===== src/rtl/pcm_law_pkg.sv =====
package pcm_law_pkg;
  localparam int LIN_W  = 14;
  localparam int CODE_W = 8;
  localparam int SEG_N  = 8;

  // u-law compression of a 14-bit sample
  function automatic logic [CODE_W-1:0] mulaw_encode(input logic [LIN_W-1:0] s);
    logic [LIN_W:0]    mag;
    logic [CODE_W-1:0] mask;
    logic [2:0]        seg;
    logic              over;
    logic [3:0]        mant;
    mag  = s[LIN_W-1] ? ((~{s[LIN_W-1], s}) + 15'd1) : {1'b0, s};
    mask = s[LIN_W-1] ? 8'h7F : 8'hFF;
    if (mag > 15'd8159) mag = 15'd8159;
    mag  = mag + 15'd33;
    over = 1'b1;
    seg  = 3'd0;
    for (int i = SEG_N - 1; i >= 0; i--) begin
      if (mag < (15'd64 << i)) begin
        seg  = 3'(i);
        over = 1'b0;
      end
    end
    mant = 4'(mag >> ({1'b0, seg} + 4'd1));
    return over ? (8'h7F ^ mask) : ({1'b0, seg, mant} ^ mask);
  endfunction

  // A-law compression of the upper 13 bits of a 14-bit sample
  function automatic logic [CODE_W-1:0] alaw_encode(input logic [LIN_W-1:0] s);
    logic [LIN_W-2:0]  x;
    logic [LIN_W-2:0]  mag;
    logic [CODE_W-1:0] mask;
    logic [2:0]        seg;
    logic [3:0]        mant;
    x    = s[LIN_W-1:1];
    mag  = x[LIN_W-2] ? ~x : x;
    mask = x[LIN_W-2] ? 8'h55 : 8'hD5;
    seg  = 3'd7;
    for (int i = SEG_N - 1; i >= 0; i--) begin
      if (mag < (13'd32 << i)) seg = 3'(i);
    end
    if (seg < 3'd2) mant = 4'(mag >> 1);
    else            mant = 4'(mag >> seg);
    return {1'b0, seg, mant} ^ mask;
  endfunction

  function automatic logic [LIN_W-1:0] mulaw_decode(input logic [CODE_W-1:0] c);
    logic [CODE_W-1:0] u;
    logic [LIN_W:0]    t;
    logic [LIN_W-1:0]  r;
    u = ~c;
    t = ((15'(u[3:0]) << 1) + 15'd33) << u[6:4];
    t = t - 15'd33;
    r = t[LIN_W-1:0];
    return u[7] ? (~r + 14'd1) : r;
  endfunction

  function automatic logic [LIN_W-1:0] alaw_decode(input logic [CODE_W-1:0] c);
    logic [CODE_W-1:0] a;
    logic [LIN_W-1:0]  t;
    a = c ^ 8'h55;
    if (a[6:4] == 3'd0) t = (14'(a[3:0]) << 1) + 14'd1;
    else                t = ((14'(a[3:0]) << 1) + 14'd33) << (a[6:4] - 3'd1);
    t = t << 1;
    return a[7] ? t : (~t + 14'd1);
  endfunction
endpackage


===== src/rtl/pcm_bclk_edges.sv =====
module pcm_bclk_edges (
  input  logic clk,
  input  logic rst_n,
  input  logic bclk,
  output logic bit_rise,
  output logic bit_fall
);
  logic bclk_q;

  always_ff @(posedge clk or negedge rst_n) begin
    if (!rst_n) bclk_q <= 1'b0;
    else        bclk_q <= bclk;
  end

  assign bit_rise = bclk & ~bclk_q;
  assign bit_fall = ~bclk & bclk_q;

  // edges are single-cycle events
  rise_single_chk: assert property (@(posedge clk) disable iff (!rst_n)
    bit_rise |=> !bit_rise);
endmodule


===== src/rtl/pcm_tx_slot.sv =====
module pcm_tx_slot
  import pcm_law_pkg::*;
(
  input  logic             clk,
  input  logic             rst_n,
  input  logic             bit_rise,
  input  logic             fs,
  input  logic             pd,
  input  logic             law_a,
  input  logic [LIN_W-1:0] sample,
  output logic             data,
  output logic             oe,
  output logic             strobe_n
);
  localparam int CNT_W = $clog2(CODE_W);
  localparam logic [CNT_W-1:0] LAST = CNT_W'(CODE_W - 1);

  logic              active;
  logic [CNT_W-1:0]  cnt;
  logic [CODE_W-1:0] shreg;
  logic [CODE_W-1:0] code;
  logic              slot_start;
  logic              slot_last;

  assign code       = law_a ? alaw_encode(sample) : mulaw_encode(sample);
  assign slot_start = bit_rise & fs & ~active & ~pd;
  assign slot_last  = bit_rise & active & (cnt == LAST);

  always_ff @(posedge clk or negedge rst_n) begin
    if (!rst_n) begin
      active <= 1'b0;
      cnt    <= '0;
      shreg  <= '0;
    end else if (pd) begin
      active <= 1'b0;
      cnt    <= '0;
    end else if (slot_start) begin
      active <= 1'b1;
      cnt    <= '0;
      shreg  <= code;
    end else if (bit_rise && active) begin
      if (cnt == LAST) begin
        active <= 1'b0;
      end else begin
        cnt   <= cnt + 1'b1;
        shreg <= {shreg[CODE_W-2:0], 1'b0};
      end
    end
  end

  assign data     = shreg[CODE_W-1];
  assign oe       = active & ~pd;
  assign strobe_n = ~oe;


  slot_open_chk: assert property (@(posedge clk) disable iff (!rst_n)
    slot_start |=> (oe || pd));

  slot_close_chk: assert property (@(posedge clk) disable iff (!rst_n)
    slot_last |=> !oe);

  bit_hold_chk: assert property (@(posedge clk) disable iff (!rst_n)
    (active && !bit_rise && !pd) |=> $stable(data));
endmodule


===== src/rtl/pcm_rx_slot.sv =====
module pcm_rx_slot
  import pcm_law_pkg::*;
(
  input  logic             clk,
  input  logic             rst_n,
  input  logic             bit_rise,
  input  logic             bit_fall,
  input  logic             fs,
  input  logic             pd,
  input  logic             law_a,
  input  logic             din,
  output logic [LIN_W-1:0] sample
);
  localparam int CNT_W = $clog2(CODE_W);
  localparam logic [CNT_W-1:0] LAST = CNT_W'(CODE_W - 1);

  logic              armed;
  logic [CNT_W-1:0]  cnt;
  logic [CODE_W-2:0] shreg;
  logic [CODE_W-1:0] byte_in;
  logic              arm;
  logic              take;
  logic              byte_done;

  assign arm       = bit_rise & fs & ~pd;
  assign take      = bit_fall & armed & ~pd;
  assign byte_done = take & (cnt == LAST);
  assign byte_in   = {shreg, din};

  always_ff @(posedge clk or negedge rst_n) begin
    if (!rst_n) begin
      armed  <= 1'b0;
      cnt    <= '0;
      shreg  <= '0;
      sample <= '0;
    end else if (pd) begin
      armed  <= 1'b0;
      cnt    <= '0;
      sample <= '0;
    end else begin
      if (arm) begin
        armed <= 1'b1;
        cnt   <= '0;
      end else if (take) begin
        shreg <= byte_in[CODE_W-2:0];
        if (cnt == LAST) armed <= 1'b0;
        else             cnt   <= cnt + 1'b1;
      end
      if (byte_done)
        sample <= law_a ? alaw_decode(byte_in) : mulaw_decode(byte_in);
    end
  end


  hold_until_full_chk: assert property (@(posedge clk) disable iff (!rst_n)
    (!byte_done && !pd) |=> $stable(sample));

  pd_zero_chk: assert property (@(posedge clk) disable iff (!rst_n)
    pd |=> (sample == '0));

  disarm_after_byte_chk: assert property (@(posedge clk) disable iff (!rst_n)
    byte_done |=> !armed);
endmodule


===== src/rtl/pcm_codec_port.sv =====
module pcm_codec_port
  import pcm_law_pkg::*;
(
  input  logic             clk,
  input  logic             rst_n,
  input  logic             bclk,
  input  logic             law_a_sel,
  input  logic             pwr_down,
  input  logic             fs_tx,
  input  logic [LIN_W-1:0] tx_sample,
  output logic             tx_data,
  output logic             tx_oe,
  output logic             slot_strobe_n,
  input  logic             fs_rx,
  input  logic             rx_data,
  output logic [LIN_W-1:0] rx_sample
);
  logic bit_rise;
  logic bit_fall;

  pcm_bclk_edges u_edges (
    .clk(clk), .rst_n(rst_n), .bclk(bclk),
    .bit_rise(bit_rise), .bit_fall(bit_fall)
  );

  pcm_tx_slot u_tx (
    .clk(clk), .rst_n(rst_n), .bit_rise(bit_rise), .fs(fs_tx),
    .pd(pwr_down), .law_a(law_a_sel), .sample(tx_sample),
    .data(tx_data), .oe(tx_oe), .strobe_n(slot_strobe_n)
  );

  pcm_rx_slot u_rx (
    .clk(clk), .rst_n(rst_n), .bit_rise(bit_rise), .bit_fall(bit_fall),
    .fs(fs_rx), .pd(pwr_down), .law_a(law_a_sel), .din(rx_data),
    .sample(rx_sample)
  );


  pd_abort_chk: assert property (@(posedge clk) disable iff (!rst_n)
    $fell(pwr_down) |-> (!tx_oe && slot_strobe_n));
endmodule


===== config.mk =====
export PLATFORM = sky130hd
export DESIGN_NAME = pcm_codec_port
export DESIGN_NICKNAME = d
export VERILOG_FILES = /design/src/rtl/pcm_law_pkg.sv /design/src/rtl/pcm_bclk_edges.sv /design/src/rtl/pcm_tx_slot.sv /design/src/rtl/pcm_rx_slot.sv /design/src/rtl/pcm_codec_port.sv
export SDC_FILE = /design/constraint.sdc
export NUM_CORES = 1
export LEC_CHECK = 0
export BUFFER_PORTS_ARGS = -buffer_cell sky130_fd_sc_hd__buf_4
export CAP_MARGIN = 20
export CORE_ASPECT_RATIO = 0.75
export CORE_MARGIN = 4
export CORE_UTILIZATION = 30
export DETAILED_ROUTE_END_ITERATION = 8
export PLACE_DENSITY = 0.55
export SYNTH_ARGS = -nofsm -noshare
export SYNTH_HDL_FRONTEND = slang
export SYNTH_HIERARCHICAL = 1
export SYNTH_SLANG_ARGS = --single-unit

===== constraint.sdc =====
create_clock -name clk -period 9.29 [get_ports clk]
set_input_delay 1.858 -clock clk [delete_from_list [all_inputs] [get_ports clk]]
set_output_delay 1.858 -clock clk [all_outputs]
set_load 0.02 [all_outputs]

* Word-level counts from Yosys, hierarchy flattened
Index checks and enable logic that the tools add are counted.
** Word-level totals
- Register bits :: 38
** Operators by class
- $lt $le $gt $ge :: 17
- Equal/unequal tests :: 5
- Muxes and demuxes :: 58
- Add/subtract/negate cells :: 12
- Shift operators :: 4
- Reduce and logical (&&, ||, !) cells :: 14
- Bitwise operators :: 26
** Operators with widths (count)
- $mux W14 :: 5
- $mux W3 :: 22
- $mux W8 :: 7
- $mux W13 :: 4
- $mux W15 :: 2
- $add A14 B1 Y14 const B :: 2
- $not A14 Y14 :: 2
- $mux W1 :: 17
- $xor A7 B8 Y8 :: 2
- $add A15 B1 Y15 const B :: 1
- $add A15 B6 Y15 const B :: 1
- $gt A15 B13 Y1 const B :: 1
- $lt A15 B10 Y1 const B :: 1
- $lt A15 B11 Y1 const B :: 1
- $lt A15 B12 Y1 const B :: 1
- $lt A15 B13 Y1 const B :: 1
- $lt A15 B14 Y1 const B :: 1
- $lt A15 B7 Y1 const B :: 1
- $lt A15 B8 Y1 const B :: 1
- $lt A15 B9 Y1 const B :: 1
- $not A15 Y15 :: 1
- $shl A15 B3 Y14 :: 1
- $shr A15 B4 Y4 :: 1
- $add A5 B6 Y7 const B :: 2
- other kinds (31) :: 57

* Depth between registers and ports, before layout
Gate-level depths: netlist of the first run.
- Depth in word-level cells :: 21
- Mapped depth :: 20

* By module
Netlist of the first run, hierarchy kept.
** By module, submodules not included
- pcm_tx_slot :: cells each 402, instances 1, area an instance 2946.6 um^2, sequential area each 300.3 um^2
- pcm_rx_slot :: cells each 372, instances 1, area an instance 2896.5 um^2, sequential area each 625.6 um^2
- pcm_bclk_edges :: cells each 3, instances 1, area an instance 40.0 um^2, sequential area each 25.0 um^2

* Worst setup path before layout of the first run
Ideal clock, no wire load.
- Path kind :: input port to flip-flop
- Start :: input port tx_sample[0]
- End :: register u_tx.shreg[3]
- Stages :: 18
- Library setup time :: 0.120 ns
- Arrival :: 5.512 ns
- Path buffers :: 0
- Slack :: 3.658 ns
- Cell sequence :: inv_1 -> ha_1 -> or4b_4 -> o2111ai_1 -> or3b_1 -> a41oi_4 -> o211ai_1 -> ha_1 -> o21ai_0 -> a21o_1 -> a211o_1 -> a21oi_2 -> nor4_1 -> o2111ai_2 -> nand2_4 -> mux2i_1 -> mux2i_1 -> a41o_1
** Between the ends
- Word-level cells in the longest chain between the ends :: 21
- Elaborated cells between the ends (all ways) :: 36
** RTL lines
- start, declared :: line pcm_codec_port.sv:10 : input logic [LIN_W-1:0] tx_sample,
- $not A15 Y15 :: line pcm_law_pkg.sv:13 : mag = s[LIN_W-1] ? ((~{s[LIN_W-1], s}) + 15'd1) : {1'b0, s};
- $add A15 B1 Y15 :: line pcm_law_pkg.sv:13
- $mux W15 (*) :: line pcm_law_pkg.sv:13
- $gt A15 B13 Y1 :: line pcm_law_pkg.sv:15 : if (mag > 15'd8159) mag = 15'd8159;
- $mux W15 (*) :: line pcm_law_pkg.sv:15
- $add A15 B6 Y15 (*) :: line pcm_law_pkg.sv:16 : mag = mag + 15'd33;
- $lt A15 B14 Y1 :: line pcm_law_pkg.sv:20 : if (mag < (15'd64 << i)) begin
- $mux W3 (8 in a row) :: line pcm_law_pkg.sv:20
- $add A3 B1 Y4 :: line pcm_law_pkg.sv:25 : mant = 4'(mag >> ({1'b0, seg} + 4'd1));
- $shr A15 B4 Y4 :: line pcm_law_pkg.sv:25
- $xor A7 B8 Y8 :: line pcm_law_pkg.sv:26 : return over ? (8'h7F ^ mask) : ({1'b0, seg, mant} ^ mask);
- $mux W8 (*) :: line pcm_law_pkg.sv:26
- $mux W8 (*) :: line pcm_tx_slot.sv:25 : assign code = law_a ? alaw_encode(sample) : mulaw_encode(sample);
- $mux W8 (*) :: line pcm_tx_slot.sv:37 : end else if (slot_start) begin
- end signal, assigned :: line pcm_tx_slot.sv:40 : shreg <= code;
- end signal, assigned :: line pcm_tx_slot.sv:46 : shreg <= {shreg[CODE_W-2:0], 1'b0};
- end, declared :: line pcm_tx_slot.sv:20 : logic [CODE_W-1:0] shreg;
Mark *: on every way between the ends. The rest lies on a longest branch, timed or not.
A chain may end at the register's enable or synchronous reset.

* Worst setup path in the final report of the first run
Ends and elaborated chain as after synthesis.

==> results of run 1 <==
-- state kept, by name, summed over array words and instances, names as in the netlist --
signal / flops
u_rx/cnt: 3
u_rx/sample: 14
u_rx/shreg: 7
u_tx/active: 1
u_edges/bclk_q: 1
u_tx/cnt: 3
u_tx/shreg: 8
u_rx/armed: 1
-- how the worst min path moves through the flow --
stage | slack, ps | cells after the start | to | startpoint
3_5_place_dp | 480 | 2 | u_rx/sample[7]$_DFFE_PN0P_ | u_rx/sample[7]$_DFFE_PN0P_
3_3_place_gp | 480 | 2 | u_rx/sample[7]$_DFFE_PN0P_ | u_rx/sample[7]$_DFFE_PN0P_
2_1_floorplan | 510 | 2 | u_tx/cnt[1]$_DFFE_PN0P_ | u_tx/cnt[1]$_DFFE_PN0P_
5_1_grt | 520 | 1 | u_rx/sample[13]$_DFFE_PN0P_ | u_rx/sample[13]$_DFFE_PN0P_
6_report | 500 | 2 | u_rx/sample[7]$_DFFE_PN0P_ | u_rx/sample[7]$_DFFE_PN0P_
4_1_cts | 500 | 2 | u_rx/sample[7]$_DFFE_PN0P_ | u_rx/sample[7]$_DFFE_PN0P_
-- Yosys cell counts (all sizes together), types with 4 or more instances --
cell and number:
a21oi 50, a22o 4, nor2 66, o31ai 13, a21boi 5, nor2b 15, nor4 11, and3b 4
nor3 19, a31oi 8, and2 10, mux2 5, or2 4, mux2i 27, xnor2 23, or3 8
nand3b 13, a32o 4, a221o 4, o21ai 51, o22ai 15, buf 23, and3 7, o2111ai 5
nor3b 8, a22oi 7, nand3 23, o41ai 9, nand4b 4, a211o 5, nand2 81, inv 31
dfrtp 38, a211oi 8, clkbuf 30, ha 16, a221oi 8, o211ai 15, nor4b 6, a21o 6
or4 4, xor2 13, nand2b 21
-- metrics by stage --
stage | total power, uW | hold WS, ps | setup WS (ps) | utilization
floorplan | 811 | 506 | 3660 | -
global placement | 975 | 477 | 2840 | 0.322
detailed placement | 973 | 477 | 2720 | 0.322
CTS | 1210 | 499 | 2980 | 0.332
global route | 1310 | 525 | 2560 | 0.332
finish | 1220 | 503 | 2910 | 0.332
-- layout make-up --
cell class,instances,area share
clock buffers,5,0.0195
multi-input cells,654,0.707
inverters,32,0.0187
repair buffers,40,0.0467
well taps,253,0.0493
flip-flops and latches,38,0.148
clock inverters,3,0.0107
-- cell families (layout without fill, tap and decap cells) --
logic type                 Yosys count  count (layout)
xor gates and xnor gates            36              36
AOI/OAI and AO/OA                  253             253
DFF                                 38              38
adders and majority gates           16              16
muxes                               32              32
buffers and inverters               85              80
and+or+nand+nor                    317             317
-- power by group through the flow --
stage | combinational (uW) | sequential (uW) | clock, uW
final | 764 | 224 | 229
after global routing | 836 | 229 | 240
after CTS | 749 | 223 | 233
after detailed placement | 746 | 227 | 0
after global placement | 748 | 227 | 0
after floorplan | 607 | 204 | 0
-- metal layers --
layer | global-route usage | vias to the layer above
li1 | - | 2909
met1 | 0.263 | 2763
met2 | 0.202 | 185
met3 | 0.0213 | 5
met4 | 0.0199 | 0
met5 | 0 | -
-- worst register-to-register path: cells and delay by family, from the launching register on --
kind / cells / cell delay, ps
DFF: 1 / 820
AOI/OAI and AO/OA: 5 / 1340
adders and majority gates: 2 / 780
buffers and inverters: 2 / 400
muxes: 1 / 310
and+or+nand+nor: 2 / 550
==> out/metrics.csv, run 1 <==
stage;metric;value;unit
run_status;outcome;finished clean;
layout;finalInstanceArea;6420;sq um
detailed_routing;wl_met1;9480;um
detailed_routing;routed-wl-met2;6490;um
detailed_routing;drt_iter0_markers;654;
logic_synthesis;yosys_warnings;6;
clock_network;cts.sinks;38;
power_and_ir_drop;power.leakage;0.00256;uW
clock_network;cts_tree;built;
detailed_routing;top_layer_used;met4;
detailed_routing;vias;5862;
layout;seq_area;951;sq um
layout;layout_commonest_cell;nand2_1;
global_route;first_global_vias;5162;
critical_path;startpoint;tx_sample[0];
critical_path;endpoint;u_tx/shreg[3]$_DFFE_PN0P_;
logic_synthesis;syn-cell-area;5880;sq um
power_and_ir_drop;switching_share;0.486;
logic_synthesis;yosys.area_share.xor_xnor;0.0561;
critical_path;crit_buf_inv;2;
logic_synthesis;synth-simple-area-share;0.296;
layout;final_cell_mix;nand2_1, nor2_1, a21oi_1, o21ai_0, buf_4;
critical_path;r2r-start;u_rx/shreg[4]$_DFFE_PN0P_;
layout;fin_nets;809;
floorplanning;rows;44;
power_and_ir_drop;clkPwrFrac;0.188;
power_and_ir_drop;power.density;189;nW/um^2
layout;fin_cells;1025;
critical_path;r2r_end;u_rx/sample[9]$_DFFE_PN0P_;
flow_run;maxCapViolations;0;
global_route;grt_usage;0.154;
clock_network;cts_buffer_depth;2;
timing;setup_viol;0;
clock_network;cts_resized;0;
global_route;grt-ovfl-total;0;
global_route;antenna_found_initial;0;
power_and_ir_drop;p_switching;591;uW
critical_path;path_depth;19;
power_and_ir_drop;power_frac_seq;0.184;
detailed_routing;wirelength;17300;um
timing;tightest_slew;960;ps
critical_path;critPathLaunchType;primary input;
floorplanning;die_area;21900;sq um
clock_network;cts-buffers-inserted;5;
layout;syn2layout_area_growth;9.21;%
clock_network;cts_setup_buffers;0;
critical_path;r2r_slack;4980;ps
critical_path;path_cells;buf_4 > inv_1 > ha_1 > or4b_4 > o2111ai_1 > or3b_1 > a41oi_4 > o211ai_1 > ha_1 > o21ai_0 > a21o_1 > a211o_1 > a21oi_2 > nor4_1 > o2111ai_2 > nand2_4 > mux2i_1 > mux2i_1 > a41o_1;
placement;portBuffers;38;
detailed_routing;drc;0;
critical_path;slowest_delay;550;ps
logic_synthesis;synth_edf_count;0;
logic_synthesis;muxShareOfSynthArea;0.0561;
logic_synthesis;synth_compound_area_frac;0.329;
logic_synthesis;ys_ff_latch;38;
layout;fillerInstances;2050;
detailed_routing;wl_met3;1220;um
power_and_ir_drop;combPwrFrac;0.628;
critical_path;critPathSlowestCell;or4b_4;
critical_path;cp_top_family;compound AO/OA/AOI/OAI gates;
critical_path;crit_arrival;6550;ps
placement;gp_congestion;0.903;
logic_synthesis;synth_fa_ha_area_frac;0.0340;
timing;fin_setup_tns;0;ps
logic_synthesis;synth_fp_nets;815;
global_route;grt_max_degree;54;
layout;drive_gt1_frac;0.137;
layout;diodes;0;
timing;slew_headroom;0.352;
floorplanning;die-height;129;um
global_route;grt_pass1_wl;28500;um
layout;multi_input_area;4540;sq um
critical_path;path_max_fanout;12;
critical_path;required;9460;ps
timing;timing.final.hold_violations;0;
critical_path;cp-end-kind;register;
floorplanning;core;19300;sq um
detailed_routing;wl_per_cell;16.9;um
detailed_routing;drt_first_pass_iters;5;
logic_synthesis;synth_top_area_cell;dfrtp_1;
placement;placed_cell_area;6230;sq um
floorplanning;start_util;0.304;
clock_network;cts.clk_slew.worst_paths;60;ps
logic_synthesis;synth_top_family_by_area;compound AO/OA/AOI/OAI gates;
logic_synthesis;synth_area_per_cell;7.57;sq um
power_and_ir_drop;ir_drop;0.116;mV
clock_network;htreeDepth;2;
clock_network;cts-root-buf;clkbuf_16;
clock_network;clock_latency;290;ps
detailed_routing;ant_nets;0;
timing;fmax;157;MHz
timing;period_needed;6380;ps
floorplanning;io_pins;39;
floorplanning;chipWidth;170;um
timing;fin_crit_sh;0.687;
logic_synthesis;ys_types;104;
logic_synthesis;synthArstFlopShare;1.00;
critical_path;worstSetupPathType;primary input to register;
placement;post-place-cells;1017;
min_path;hp-class;register to register;
detailed_routing;vias_per_cell;5.72;
power_and_ir_drop;cellInternalPower;625;uW
logic_synthesis;synth_top_area_share;0.162;
logic_synthesis;synthCells;777;
timing;clock_skew;5.17;ps
critical_path;reg2reg_depth;12;
logic_synthesis;yosys_most_used_dff;dfrtp_1;
placement;hpwl;12800;um
clock_network;cts_hold_buffers;0;
logic_synthesis;synth.yosys.seq_area_share;0.162;
timing;finalMaxSlewViolations;0;
logic_synthesis;yosys-top-cells-area;dfrtp_1, nand2_1, mux2i_1;
timing;rsz0062_at_grt;false;
(Power assumes the default switching activity.)
==> run 2: changes to the inputs <==
--- a/config.mk
+++ b/config.mk
@@ -11,7 +11,7 @@
 export CORE_MARGIN = 4
 export CORE_UTILIZATION = 30
 export DETAILED_ROUTE_END_ITERATION = 8
-export PLACE_DENSITY = 0.55
+export PLACE_DENSITY = 0.57
 export SYNTH_ARGS = -nofsm -noshare
 export SYNTH_HDL_FRONTEND = slang
 export SYNTH_HIERARCHICAL = 1
==> constraint.sdc (replaced) <==
create_clock -name clk -period 5.4 [get_ports clk]
set_input_delay 1.08 -clock clk [delete_from_list [all_inputs] [get_ports clk]]
set_output_delay 1.08 -clock clk [all_outputs]
set_load 0.02 [all_outputs]
==> out/metrics.csv, run 2 (same netlist as run 1, synthesis figures left out) <==
stage;metric;value;unit
global_route;grt_usage;0.156;
layout;drive_gt1_frac;0.156;
critical_path;cp-end-kind;register;
clock_network;cts_setup_buffers;0;
clock_network;cts-root-buf;clkbuf_16;
timing;tightest_slew;1050;ps
layout;final_cell_mix;nand2_1, nor2_1, buf_4, a21oi_1, o21ai_0;
placement;gp_congestion;0.870;
detailed_routing;wl_per_cell;16.8;um
floorplanning;rows;44;
global_route;antenna_found_initial;0;
clock_network;clock_latency;280;ps
global_route;first_global_vias;5264;
timing;rsz0062_at_grt;false;
detailed_routing;drt_first_pass_iters;5;
timing;period_needed;4960;ps
placement;portBuffers;38;
clock_network;cts.clk_slew.worst_paths;60;ps
detailed_routing;wirelength;17500;um
timing;setup_viol;0;
clock_network;cts.sinks;38;
critical_path;required;5570;ps
layout;top_regs;u_rx/sample x14, u_tx/shreg x8, u_rx/shreg x7;
run_status;outcome;finished clean;
power_and_ir_drop;power.density;316;nW/um^2
critical_path;slowest_delay;490;ps
global_route;grt_max_degree;48;
timing;finalMaxSlewViolations;0;
flow_run;maxCapViolations;0;
layout;fin_nets;826;
detailed_routing;drt_iter0_markers;604;
placement;hpwl;13100;um
layout;diodes;0;
timing;timing.final.hold_violations;0;
critical_path;path_cells;buf_4 > inv_1 > ha_1 > or4b_4 > o2111ai_1 > or3b_1 > a41oi_4 > o211ai_1 > ha_1 > o21ai_0 > a21o_1 > a211o_1 > a21oi_2 > nor4_1 > o2111ai_2 > nand2_4 > mux2i_1 > mux2i_1 > a41o_1;
power_and_ir_drop;ir_drop;0.144;mV
global_route;grt_pass1_wl;28900;um
global_route;busiest_layer;met1;
timing;clock_skew;6.11;ps
clock_network;cts_tree;built;
critical_path;crit_arrival;5130;ps
critical_path;startpoint;tx_sample[0];
critical_path;r2r_slack;1640;ps
timing;fin_setup_tns;0;ps
detailed_routing;ant_nets;0;
clock_network;cts_hold_buffers;0;
floorplanning;start_util;0.304;
critical_path;critPathLaunchType;primary input;
critical_path;critPathSlowestCell;or4b_4;
layout;syn2layout_area_growth;11.0;%
min_path;min_from;u_rx/sample[7]$_DFFE_PN0P_;
timing;fin_crit_sh;0.919;
floorplanning;die-height;129;um
critical_path;worstSetupPathType;primary input to register;
layout;layout_commonest_cell;nand2_1;
detailed_routing;drc;0;
layout;top_register;u_rx/sample;
detailed_routing;vias_per_cell;5.71;
floorplanning;chipWidth;170;um
floorplanning;io_pins;39;
clock_network;cts_resized;0;
critical_path;path_max_fanout;7;
global_route;grtUsageMet3;0.0134;
global_route;grt_util_met1;0.269;
clock_network;htreeDepth;2;
clock_network;cts-buffers-inserted;5;
detailed_routing;vias;5950;
clock_network;cts_buffer_depth;2;
floorplanning;die_area;21900;sq um
global_route;grt-ovfl-total;0;
power_and_ir_drop;power.leakage;0.00262;uW
global_route;use_met2;0.206;
critical_path;r2r-start;u_rx/shreg[4]$_DFFE_PN0P_;
layout;finalInstanceArea;6530;sq um
placement;placed_cell_area;6360;sq um
floorplanning;core;19300;sq um
layout;largest_reg_flops;14;
timing;fmax;201;MHz
timing;slew_headroom;0.298;
min_path;hp-class;register to register;
==> run 2: worst max-delay path: cells and delay by family <==
| kind | cells | cell delay [ps] |
|---|---|---|
| AOI/OAI and AO/OA | 9 | 1630 |
| adders and majority gates | 2 | 400 |
| buffers and inverters | 2 | 230 |
| and+or+nand+nor | 4 | 1430 |
| muxes | 2 | 350 |
==> run 2: metal layers <==
layer	vias up	routed length [um]
li1	2940	-
met1	2792	9600
met2	212	6760
met3	6	1100
met4	0	78
met5	-	0
==> run 2: area by class of cell <==
type / count / area, sq um
Clock buffer: 5 / 125
Clock inverter: 3 / 45.0
Fill cell: 2047 / 12800
Inverter: 32 / 120
Multi-Input combinational cell: 654 / 4540
Sequential cell: 38 / 951
Tap cell: 253 / 317
Timing Repair Buffer: 57 / 428
==> run 2: through the flow <==
stage                      util  std cells  setup slack [ps]  hold WS (ps)  total power (uW)
after global routing      0.338       1042              47.5           521              2210
after global placement    0.329       1034               307           477              1690
after detailed placement  0.329       1034               197           473              1690
after CTS                 0.338       1042               486           489              2040
after floorplan               -        777               546           506              1400
final                     0.338       1042               437           487              2060
==> run 2: where the power goes <==
group / leakage, uW / switching (uW) / internal (uW) / total [uW]
registers: 0.000490 / 54.9 / 320 / 374
logic: 0.00206 / 843 / 505 / 1350
clock network: 0.0000760 / 122 / 218 / 340
total: 0.00262 / 1020 / 1040 / 2060
==> run 2: worst paths after layout <==
path                       cells after the start                          to
max                                           19   u_tx/shreg[3]$_DFFE_PN0P_
min                                            2  u_rx/sample[7]$_DFFE_PN0P_
max reg2reg                                   13  u_rx/sample[9]$_DFFE_PN0P_
min reg2reg                                    2  u_rx/sample[7]$_DFFE_PN0P_
max in group asynchronous                      1   u_rx/shreg[5]$_DFFE_PN0P_
min in group asynchronous                      1  u_rx/sample[9]$_DFFE_PN0P_
==> run 3: changes to the inputs <==
--- a/config.mk
+++ b/config.mk
@@ -11,7 +11,7 @@
 export CORE_MARGIN = 4
 export CORE_UTILIZATION = 30
 export DETAILED_ROUTE_END_ITERATION = 8
-export PLACE_DENSITY = 0.57
+export PLACE_DENSITY = 0.55
 export SYNTH_ARGS = -nofsm -noshare
 export SYNTH_HDL_FRONTEND = slang
 export SYNTH_HIERARCHICAL = 1
==> constraint.sdc (replaced) <==
create_clock -name clk -period 4.9 [get_ports clk]
set_input_delay 0.98 -clock clk [delete_from_list [all_inputs] [get_ports clk]]
set_output_delay 0.98 -clock clk [all_outputs]
set_load 0.02 [all_outputs]
==> out/metrics.csv, run 3 (same netlist as run 1, synthesis figures left out) <==
stage;metric;value;unit
global_route;grtUsageMet3;0.0253;
timing;fin_crit_sh;0.941;
detailed_routing;wl_per_cell;16.8;um
detailed_routing;drc;0;
floorplanning;die_area;21900;sq um
layout;final_util;0.350;
clock_network;cts.clk_slew.worst_paths;60;ps
power_and_ir_drop;ir_drop;0.222;mV
floorplanning;die-height;129;um
min_path;min_from;u_rx/sample[7]$_DFFE_PN0P_;
layout;final_cell_mix;buf_4, nand2_1, nor2_1, a21oi_1, o21ai_0;
power_and_ir_drop;power.leakage;0.00277;uW
detailed_routing;ant_nets;0;
global_route;busiest_layer;met1;
timing;slew_headroom;0.492;
timing;clock_skew;6.00;ps
global_route;grt_util_met1;0.267;
critical_path;cp-end-kind;register;
global_route;grt-ovfl-total;0;
floorplanning;chipWidth;170;um
power_and_ir_drop;power.density;335;nW/um^2
layout;layout_commonest_cell;buf_4;
timing;finalMaxSlewViolations;0;
flow_run;maxCapViolations;0;
global_route;grt_pass1_wl;29100;um
layout;top_register;u_rx/sample;
timing;setup_viol;0;
placement;hpwl;13500;um
critical_path;slowest_delay;470;ps
layout;diodes;0;
layout;largest_reg_flops;14;
timing;timing.final.hold_violations;0;
layout;fin_cells;1071;
global_route;first_global_vias;5411;
critical_path;critPathSlowestCell;or4b_4;
critical_path;crit_arrival;4790;ps
clock_network;clock_latency;290;ps
clock_network;cts.sinks;38;
detailed_routing;vias_per_cell;5.60;
global_route;antenna_found_initial;0;
detailed_routing;vias;6001;
detailed_routing;drt_iter0_markers;796;
layout;drive_gt1_frac;0.189;
clock_network;cts-buffers-inserted;5;
critical_path;worstSetupPathType;primary input to register;
floorplanning;start_util;0.304;
floorplanning;io_pins;39;
critical_path;r2r-start;u_rx/shreg[4]$_DFFE_PN0P_;
critical_path;reg2reg_depth;13;
clock_network;cts_hold_buffers;0;
run_status;outcome;finished clean;
timing;fin_setup_tns;0;ps
critical_path;path_max_fanout;6;
timing;fmax;217;MHz
critical_path;r2r_slack;1450;ps
min_path;whs_endpoint;u_rx/sample[7]$_DFFE_PN0P_;
clock_network;htreeDepth;2;
floorplanning;rows;44;
critical_path;r2r_end;u_rx/sample[9]$_DFFE_PN0P_;
critical_path;crit_buf_inv;2;
layout;finalInstanceArea;6770;sq um
critical_path;required;5080;ps
global_route;grt_max_degree;47;
clock_network;cts_tree;built;
detailed_routing;drt_first_pass_iters;6;
clock_network;cts-root-buf;clkbuf_16;
layout;seq_area;951;sq um
layout;top_regs;u_rx/sample x14, u_tx/shreg x8, u_rx/shreg x7;
placement;portBuffers;38;
placement;placed_cell_area;6560;sq um
layout;fillerInstances;2004;
min_path;hold_path_depth;2;
layout;multi_input_area;4590;sq um
critical_path;cp_top_family;simple AND/OR/NAND/NOR gates;
critical_path;path_cells;buf_4 > inv_1 > ha_1 > or4b_4 > o2111ai_1 > or3b_1 > a41oi_4 > o211ai_1 > ha_1 > o21ai_1 > and2_1 > o211ai_1 > o2111ai_4 > and2_1 > o2111ai_2 > nand2_4 > mux2i_1 > mux2i_1 > a41o_1;
clock_network;cts_buffer_depth;2;
placement;post-place-cells;1061;
timing;period_needed;4610;ps
min_path;hp-class;register to register;
layout;syn2layout_area_growth;15.1;%
floorplanning;core;19300;sq um
timing;tightest_slew;760;ps
critical_path;critPathLaunchType;primary input;
global_route;use_met2;0.208;
layout;fin_nets;855;
placement;gp_congestion;0.894;
global_route;grt_usage;0.159;
detailed_routing;wirelength;18000;um
==> run 3: worst reg2reg max path, cell delays in order (launching register included) <==
cell and delay [ps]:
dfrtp_1 370, inv_1 210, ha_1 250, buf_4 220
nor2_1 60, a22o_1 240, a22oi_1 350, ha_1 290
inv_1 60, a211oi_1 350, and2_1 280, a21oi_1 100
mux2_2 300, a221o_1 250
==> run 3: per-layer routing <==
metal | vias up | share of wire | wire, um
met5 | - | 0 | 0
li1 | 2997 | - | -
met2 | 173 | 0.38 | 6790
met3 | 10 | 0.063 | 1130
met4 | 0 | 0.0067 | 121
met1 | 2821 | 0.55 | 9910
==> run 3: final cells by class <==
cell class | count | area share
Tap cell | 253 | 0.0468
Timing Repair Buffer | 85 | 0.0943
Clock inverter | 2 | 0.00185
Sequential cell | 38 | 0.140
Clock buffer | 6 | 0.0205
Inverter | 32 | 0.0177
Multi-Input combinational cell | 655 | 0.678
==> run 3: stage by stage <==
stage,setup slack (ps),total power (uW),hold WS (ps)
5_1_grt,-18.4,2440,521
2_1_floorplan,146,1540,506
3_3_place_gp,68.9,1880,485
6_report,289,2270,501
4_1_cts,244,2230,500
3_5_place_dp,-50.0,1880,479
==> run 3: worst max-delay path by stage <==
stage                       from  depth (start not counted)                        end
floorplan           tx_sample[0]                         18  u_tx/shreg[3]$_DFFE_PN0P_
global placement    tx_sample[1]                         20  u_tx/shreg[2]$_DFFE_PN0P_
detailed placement  tx_sample[1]                         19  u_tx/shreg[3]$_DFFE_PN0P_
CTS                 tx_sample[1]                         19  u_tx/shreg[3]$_DFFE_PN0P_
global route        tx_sample[1]                         20  u_tx/shreg[1]$_DFFE_PN0P_
finish              tx_sample[1]                         19  u_tx/shreg[3]$_DFFE_PN0P_
==> run 3: what timing repair did <==
action	4_1_cts	5_1_grt
setup endpoints to repair	0	5
endpoints found under the hold margin	0	0
buffers inserted	0	1
gates resized for setup	0	6
==> run 3: power by group <==
group	switching (uW)	leakage, uW	internal, uW
Sequential	63.9	0.000490	352
Combinational	934	0.00221	579
Clock	135	0.0000729	202
